### config.mk
export PLATFORM = sky130hd
export DESIGN_NAME = mbx_engine
export DESIGN_NICKNAME = d
export VERILOG_FILES = /design/src/rtl/mbx_pkg.sv /design/src/rtl/mbx_addr_gen.sv /design/src/rtl/mbx_rr_ptr.sv /design/src/rtl/mbx_beat_cnt.sv /design/src/rtl/mbx_engine.sv
export SDC_FILE = /design/constraint.sdc
export NUM_CORES = 1
export LEC_CHECK = 0
export CAP_MARGIN = 20
export CORE_MARGIN = 2
export CORE_UTILIZATION = 40
export CTS_CLUSTER_DIAMETER = 60
export CTS_CLUSTER_SIZE = 25
export DETAILED_ROUTE_END_ITERATION = 6
export PLACE_DENSITY_LB_ADDON = 0.3
export SLEW_MARGIN = 30
export SYNTH_ARGS = -nofsm -noshare
export SYNTH_HDL_FRONTEND = slang
export SYNTH_HIERARCHICAL = 1
export SYNTH_SLANG_ARGS = --single-unit
export TNS_END_PERCENT = 5
### constraint.sdc
create_clock -name clk -period 5.85 [get_ports clk]
set_clock_uncertainty 0.1 [all_clocks]
set_input_delay 0.585 -clock clk [delete_from_list [all_inputs] [get_ports clk]]
set_output_delay 0.585 -clock clk [all_outputs]
set_load 0.05 [all_outputs]
### src/rtl/mbx_pkg.sv
package mbx_pkg;

    localparam int BYTE_W = 8;

    // handshake byte codes
    localparam logic [BYTE_W-1:0] HS_IDLE = 8'd0;
    localparam logic [BYTE_W-1:0] HS_NEW  = 8'd1;
    localparam logic [BYTE_W-1:0] HS_RCVD = 8'd2;
    localparam logic [BYTE_W-1:0] HS_DONE = 8'd3;

    localparam logic [BYTE_W-1:0] ALIVE_MARK = 8'hFF;

    typedef enum logic [3:0] {
        ST_INIT_TXMAX,
        ST_INIT_RXMAX,
        ST_INIT_ALIVE,
        ST_SCAN_RD,
        ST_SCAN_CHK,
        ST_CLAIM,
        ST_MSG_RD,
        ST_MSG_OUT,
        ST_REPLY,
        ST_FINISH,
        ST_POST_RD,
        ST_POST_CHK,
        ST_POST_IN,
        ST_POST_SET
    } mbx_state_e;

    typedef enum logic [1:0] {
        AK_COUNT,
        AK_HSHAKE,
        AK_BUFFER,
        AK_ALIVE
    } mbx_kind_e;

endpackage

### src/rtl/mbx_addr_gen.sv
module mbx_addr_gen
    import mbx_pkg::*;
#(
    parameter int NUM_CH  = 7,
    parameter int MSG_LEN = 32,
    parameter int AW      = 12,
    parameter int CW      = 3,
    parameter int BW      = 5,
    parameter int TX_BASE = 'h200,
    parameter int RX_BASE = 'h300
) (
    input  logic            rx_sel,
    input  mbx_kind_e       kind,
    input  logic [CW-1:0]   chan,
    input  logic [BW-1:0]   beat,
    output logic [AW-1:0]   addr
);

    localparam logic [AW-1:0] BUF_OFS   = AW'(MSG_LEN);
    localparam logic [AW-1:0] ALIVE_OFS = AW'(MSG_LEN - 1);

    logic [AW-1:0] base;
    logic [AW-1:0] ofs;

    always_comb begin
        base = rx_sel ? AW'(RX_BASE) : AW'(TX_BASE);
        unique case (kind)
            AK_COUNT:  ofs = '0;
            AK_HSHAKE: ofs = AW'(chan) + AW'(1);
            AK_BUFFER: ofs = BUF_OFS + AW'(chan) * AW'(MSG_LEN) + AW'(beat);
            AK_ALIVE:  ofs = ALIVE_OFS;
            default:   ofs = '0;
        endcase
        addr = base + ofs;
    end

endmodule

### src/rtl/mbx_rr_ptr.sv
module mbx_rr_ptr #(
    parameter int NUM_CH = 7,
    parameter int CW     = 3
) (
    input  logic          clk,
    input  logic          rst_n,
    input  logic          adv,
    output logic [CW-1:0] ptr
);

    localparam logic [CW-1:0] TOP = CW'(NUM_CH - 1);

    always_ff @(posedge clk) begin
        if (!rst_n) begin
            ptr <= '0;
        end else if (adv) begin
            ptr <= (ptr == TOP) ? '0 : ptr + CW'(1);
        end
    end

endmodule

### src/rtl/mbx_beat_cnt.sv
module mbx_beat_cnt #(
    parameter int MSG_LEN = 32,
    parameter int BW      = 5
) (
    input  logic          clk,
    input  logic          rst_n,
    input  logic          clr,
    input  logic          inc,
    output logic [BW-1:0] cnt,
    output logic          last
);

    localparam logic [BW-1:0] FINAL = BW'(MSG_LEN - 1);

    assign last = (cnt == FINAL);

    always_ff @(posedge clk) begin
        if (!rst_n || clr) begin
            cnt <= '0;
        end else if (inc) begin
            cnt <= last ? '0 : cnt + BW'(1);
        end
    end

endmodule

### src/rtl/mbx_engine.sv
module mbx_engine
    import mbx_pkg::*;
#(
    parameter int NUM_CH  = 7,
    parameter int MSG_LEN = 32,
    parameter int AW      = 12,
    parameter int TX_BASE = 'h200,
    parameter int RX_BASE = 'h300
) (
    input  logic        clk,
    input  logic        rst_n,
    output logic        ram_req,
    output logic        ram_we,
    output logic [11:0] ram_addr,
    output logic [7:0]  ram_wdata,
    input  logic [7:0]  ram_rdata,
    output logic        out_valid,
    input  logic        out_ready,
    output logic [7:0]  out_data,
    output logic [2:0]  out_chan,
    output logic        out_last,
    input  logic        rep_valid,
    output logic        rep_ready,
    input  logic [7:0]  rep_data,
    input  logic        post_valid,
    output logic        post_ready,
    input  logic [2:0]  post_chan,
    input  logic [7:0]  post_data,
    output logic        host_irq
);

    localparam int CW = (NUM_CH > 1) ? $clog2(NUM_CH) : 1;
    localparam int BW = (MSG_LEN > 1) ? $clog2(MSG_LEN) : 1;
    localparam logic [BYTE_W-1:0] COUNT_BYTE = BYTE_W'(NUM_CH);

    mbx_state_e     state, nxt;
    logic [CW-1:0]  scan_ptr;
    logic [CW-1:0]  cur_ch;
    logic [CW-1:0]  chan_sel;
    logic [BW-1:0]  beat;
    logic           beat_last;
    logic           beat_inc;
    logic           beat_clr;
    logic           ptr_adv;
    logic           rx_sel;
    mbx_kind_e      kind;
    logic [AW-1:0]  addr_w;

    mbx_rr_ptr #(.NUM_CH(NUM_CH), .CW(CW)) u_ptr (
        .clk   (clk),
        .rst_n (rst_n),
        .adv   (ptr_adv),
        .ptr   (scan_ptr)
    );

    mbx_beat_cnt #(.MSG_LEN(MSG_LEN), .BW(BW)) u_beat (
        .clk   (clk),
        .rst_n (rst_n),
        .clr   (beat_clr),
        .inc   (beat_inc),
        .cnt   (beat),
        .last  (beat_last)
    );

    mbx_addr_gen #(
        .NUM_CH(NUM_CH), .MSG_LEN(MSG_LEN), .AW(AW), .CW(CW), .BW(BW),
        .TX_BASE(TX_BASE), .RX_BASE(RX_BASE)
    ) u_addr (
        .rx_sel (rx_sel),
        .kind   (kind),
        .chan   (chan_sel),
        .beat   (beat),
        .addr   (addr_w)
    );

    assign ram_addr = 12'(addr_w);

    // state register
    always_ff @(posedge clk) begin
        if (!rst_n) begin
            state <= ST_INIT_TXMAX;
        end else begin
            state <= nxt;
        end
    end

    // channel under service
    always_ff @(posedge clk) begin
        if (!rst_n) begin
            cur_ch <= '0;
        end else if (state == ST_SCAN_CHK && ram_rdata == HS_NEW) begin
            cur_ch <= scan_ptr;
        end else if (state == ST_POST_RD) begin
            cur_ch <= CW'(post_chan);
        end
    end

    // next state
    always_comb begin
        nxt = state;
        unique case (state)
            ST_INIT_TXMAX: nxt = ST_INIT_RXMAX;
            ST_INIT_RXMAX: nxt = ST_INIT_ALIVE;
            ST_INIT_ALIVE: nxt = ST_SCAN_RD;
            ST_SCAN_RD:    nxt = ST_SCAN_CHK;
            ST_SCAN_CHK: begin
                if (ram_rdata == HS_NEW)  nxt = ST_CLAIM;
                else if (post_valid)      nxt = ST_POST_RD;
                else                      nxt = ST_SCAN_RD;
            end
            ST_CLAIM:      nxt = ST_MSG_RD;
            ST_MSG_RD:     nxt = ST_MSG_OUT;
            ST_MSG_OUT: begin
                if (out_ready) nxt = beat_last ? ST_REPLY : ST_MSG_RD;
            end
            ST_REPLY: begin
                if (rep_valid && beat_last) nxt = ST_FINISH;
            end
            ST_FINISH:     nxt = ST_SCAN_RD;
            ST_POST_RD:    nxt = ST_POST_CHK;
            ST_POST_CHK:   nxt = (ram_rdata == HS_IDLE) ? ST_POST_IN : ST_SCAN_RD;
            ST_POST_IN: begin
                if (post_valid && beat_last) nxt = ST_POST_SET;
            end
            ST_POST_SET:   nxt = ST_SCAN_RD;
            default:       nxt = ST_INIT_TXMAX;
        endcase
    end

    // outputs
    always_comb begin
        ram_req    = 1'b0;
        ram_we     = 1'b0;
        ram_wdata  = '0;
        rx_sel     = 1'b0;
        kind       = AK_HSHAKE;
        chan_sel   = cur_ch;
        out_valid  = 1'b0;
        rep_ready  = 1'b0;
        post_ready = 1'b0;
        host_irq   = 1'b0;
        ptr_adv    = 1'b0;
        beat_clr   = 1'b0;
        beat_inc   = 1'b0;
        unique case (state)
            ST_INIT_TXMAX: begin
                ram_req = 1'b1; ram_we = 1'b1; kind = AK_COUNT;
                ram_wdata = COUNT_BYTE;
            end
            ST_INIT_RXMAX: begin
                ram_req = 1'b1; ram_we = 1'b1; kind = AK_COUNT; rx_sel = 1'b1;
                ram_wdata = COUNT_BYTE;
            end
            ST_INIT_ALIVE: begin
                ram_req = 1'b1; ram_we = 1'b1; kind = AK_ALIVE; rx_sel = 1'b1;
                ram_wdata = ALIVE_MARK;
            end
            ST_SCAN_RD: begin
                ram_req = 1'b1; chan_sel = scan_ptr;
            end
            ST_SCAN_CHK: begin
                beat_clr = 1'b1;
                ptr_adv  = (ram_rdata != HS_NEW);
            end
            ST_CLAIM: begin
                ram_req = 1'b1; ram_we = 1'b1; ram_wdata = HS_RCVD;
            end
            ST_MSG_RD: begin
                ram_req = 1'b1; kind = AK_BUFFER;
            end
            ST_MSG_OUT: begin
                out_valid = 1'b1;
                beat_inc  = out_ready;
            end
            ST_REPLY: begin
                rep_ready = 1'b1;
                kind      = AK_BUFFER;
                ram_req   = rep_valid;
                ram_we    = rep_valid;
                ram_wdata = rep_data;
                beat_inc  = rep_valid;
            end
            ST_FINISH: begin
                ram_req = 1'b1; ram_we = 1'b1; ram_wdata = HS_DONE;
                ptr_adv = 1'b1;
            end
            ST_POST_RD: begin
                ram_req = 1'b1; rx_sel = 1'b1; chan_sel = CW'(post_chan);
            end
            ST_POST_CHK: begin
                beat_clr = 1'b1;
            end
            ST_POST_IN: begin
                post_ready = 1'b1;
                rx_sel     = 1'b1;
                kind       = AK_BUFFER;
                ram_req    = post_valid;
                ram_we     = post_valid;
                ram_wdata  = post_data;
                beat_inc   = post_valid;
            end
            ST_POST_SET: begin
                ram_req = 1'b1; ram_we = 1'b1; rx_sel = 1'b1;
                ram_wdata = HS_NEW;
                host_irq  = 1'b1;
            end
            default: begin
                ram_req = 1'b0;
            end
        endcase
    end

    assign out_data = ram_rdata;
    assign out_chan = 3'(cur_ch);
    assign out_last = out_valid && beat_last;

endmodule

==> out/results.ini <==
[place]
input_output_buffers=68
hpwl_mm=3.27
detailed_place.area_um2=2190
place.gp.congestion=0.840

[routing]
post-route-drc-count=0
drtPass1Iterations=4
via_to_cell_ratio=5.43
finalWirelength_mm=4.32
vias=1693
postRouteAntennaNets=0
routedWlPerCell_um=13.8
drt_iter0_drc=97

[finish]
design.final.nets=302
syn_to_final_growth_pct=41.8
multiInputGateArea_um2=1130
num_antenna_cells=0
post_route_cells_drive_above_1_share_pct=7.95
fin_area_um2=2240
fill_cell_count=354
regArea_um2=302

[power]
max-vdd-ir-drop_mv=0.337
p_leak_nw=0.880
power_density_nw_per_um2=348
design_power_total_w=0.000779

[critical_path]
critPathRequiredTime_ns=5.16
critical_path_class=reg2out
worst_setup_path_start_kind=flip-flop
type_of_destination_of_the_critical_path=primary output
worst-path-max-fanout=28
worst-endpoint-arrival_ns=3.66

[yosys]
synth_sequential_area_ratio_pct=19.0
yosysWarningCount=6
synth_fp_nets=250
synth_edf_count=0
post_synth_and_or_nand_nor_area_fraction_pct=28.1
synth_top_family_by_area=simple AND/OR/NAND/NOR gates
yosys_cell_types=58
synth_ff_type=dfxtp_1
share_of_flip_flops_with_an_asynchronous_set_or_reset_pct=0
synthMuxAreaShare_pct=8.16
syn-cell-area_um2=1580
synth_xor_area_share_pct=3.33
avgSynthCellArea_um2=7.41
synth_cells=213
number_of_storage_elements_in_the_synthesis_netlist=15
arithmetic_cell_share_of_the_synthesized_area_counting_full_adders_half_adders_and_majority_gates_pct=3.96
synth_compound_gate_area_share_pct=27.6

[clock_network]
clk_transition_reported_paths_ns=0.06
cts_hold_repair.buffers=0
clock_sink_count=15
postCtsSetupRepairBufs=0
cts.root.buffer_cell=clkbuf_8
clockBufferDepth=2
number_of_buffers_created_by_cts=3
clock_latency_ns=0.25
cts_resized=0
h-tree-depth=1
cts_tree=built

[sta]
final.setup.tns_ns=0
worstMarginPinSlew_ns=0.864
hold_viol_final=0
timing.final.crit_share_pct=74.3
total_count_of_max_transition_violations_in_the_final_report=0
final-setup-viol-count=0
timing.fmax_ghz=0.230
period_needed_ns=4.35
timing.slew.headroom_pct=42.4
rsz_0062_raised_after_global_routing=no

[run_status]
status=completed

[floorplanning]
rows=22
die-area_um2=4470
floorplan.die.height_um=66.8
io-pin-count=70
coreArea_um2=3720
initial_utilization_pct=42.5
dieWidth_um=66.8

[min_path]
hold_path.class=reg2reg

[run]
cap_viol_max_count=0

[grt]
grt_start_max_net_pins=31
global_route_total_overflow=0
antenna_violations_before_repair=0
grt_pass1_wl_mm=6.79
groute.usage.overall_pct=19.3
via_count_of_the_first_global_routing_pass=1485

[kinds of logic (layout without fill, tap and decap cells)]
logic type	count (synthesis)	in the layout
AO/OA/AOI/OAI	64	64
XOR/XNOR	6	6
adder cells (fa/ha/maj)	5	5
buffers and inverters	28	79
flip-flops	15	15
multiplexers	12	12
other	1	1
AND/OR/NAND/NOR	82	82
[worst max-delay path, cell delays in order (launching register included)]
cell and delay [ns]:
dfxtp_1 0.88, nand2_1 0.26, nor3_1 0.52, nor2_1 0.16
a21o_1 0.26, ha_1 0.22, xnor2_1 0.14, a21oi_1 0.14
clkdlybuf4s50_1 0.82
[area by class of cell]
type	instances	share of cell area (%)
clock buffer	4	2.01
tap	48	2.68
sequential	15	13.5
timing repair buffer	68	30.4
inverter	7	1.17
multi-input combinational	170	50.3
[sequential cells by signal, indices dropped and copies added, names as in the netlist]
name        count
u_ptr/ptr       3
u_beat/cnt      5
out_chan        3
state           4
[synthesized netlist by cell type (2+ instances only)]
master	instances	share of area, %
nor2_1	28	6.7
a21oi_1	21	6.7
nand2_1	19	4.5
dfxtp_1	15	19
buf_4	9	4.3
mux2_2	7	5.0
nor3_1	7	2.2
o21ai_0	7	2.2
inv_1	6	1.4
buf_2	5	1.6
ha_1	5	4.0
mux2i_1	5	3.2
nand2b_1	5	2.0
a21o_1	4	1.9
buf_1	4	0.95
nand3_1	4	1.3
xnor2_1	4	2.2
a22o_1	3	1.7
o211a_1	3	1.9
o21a_1	3	1.4
a211oi_1	2	0.95
a21boi_1	2	0.95
a31oi_1	2	0.79
and2_1	2	0.79
clkbuf_1	2	0.48
nor2b_1	2	0.79
o211ai_1	2	0.95
o22ai_1	2	0.79
o2bb2ai_1	2	1.1
o311a_1	2	1.3
xor2_1	2	1.1
[stage by stage]
stage               hold WS, ns  util (%)  setup WS [ns]  instances
detailed placement        0.441      59.0           1.80        308
global route              0.500      60.3           1.20        312
floorplan                 0.391         -           2.79        213
CTS                       0.456      60.2           1.53        312
finish                    0.451      60.3           1.50        312
global placement          0.425      59.0           1.93        308
[cells in the final DEF (no fill, tap or decap), types with 2 or more instances in the layout]
| master | instances |
|---|---|
| clkdlybuf4s50_1 | 68 |
| a21oi_1 | 21 |
| mux2i_1 | 5 |
| nand3_1 | 4 |
| a31oi_1 | 2 |
| o21ai_0 | 7 |
| o21a_1 | 3 |
| xnor2_1 | 4 |
| mux2_2 | 7 |
| ha_1 | 5 |
| o2bb2ai_1 | 2 |
| nor2_1 | 28 |
| o211ai_1 | 2 |
| nand2b_1 | 5 |
| a21boi_1 | 2 |
| nand2_1 | 19 |
| dfxtp_1 | 14 |
| and2_1 | 2 |
| nor2b_1 | 2 |
| a211oi_1 | 2 |
| o22ai_1 | 2 |
| o211a_1 | 3 |
| xor2_1 | 2 |
| nor3_1 | 7 |
| inv_1 | 6 |
| a21o_1 | 4 |
| clkbuf_8 | 3 |
| o311a_1 | 2 |
| a22o_1 | 3 |
[metal layers]
| layer | share of wire [%] | track usage, % |
|---|---|---|
| met2 | 48 | 32.5 |
| met1 | 43 | 25.0 |
| met4 | 0.93 | 6.89 |
| met3 | 7.1 | 2.70 |
| met5 | 0 | 0 |
[worst paths after layout]
kind / slack (ns) / cells past startpoint / from / endpoint
setup / recovery: 1.50 / 8 / state[0]$_SDFFE_PN0P_ / ram_addr[2]
hold / removal: 0.45 / 2 / u_beat/cnt[3]$_SDFFE_PP0P_ / u_beat/cnt[3]$_SDFFE_PP0P_
setup reg to reg: 3.36 / 7 / state[3]$_SDFFE_PN0P_ / u_beat/cnt[3]$_SDFFE_PP0P_
hold reg to reg: 0.45 / 2 / u_beat/cnt[3]$_SDFFE_PP0P_ / u_beat/cnt[3]$_SDFFE_PP0P_
[where the power goes]
| part | leakage, nW | switching, W | total [W] | internal [W] |
|---|---|---|---|---|
| registers | 0.122 | 0.0000570 | 0.000170 | 0.000113 |
| clock network | 0.0228 | 0.0000362 | 0.0000845 | 0.0000482 |
| logic | 0.735 | 0.000329 | 0.000525 | 0.000195 |
No activity file was read; power rests on OpenSTA's default activity.
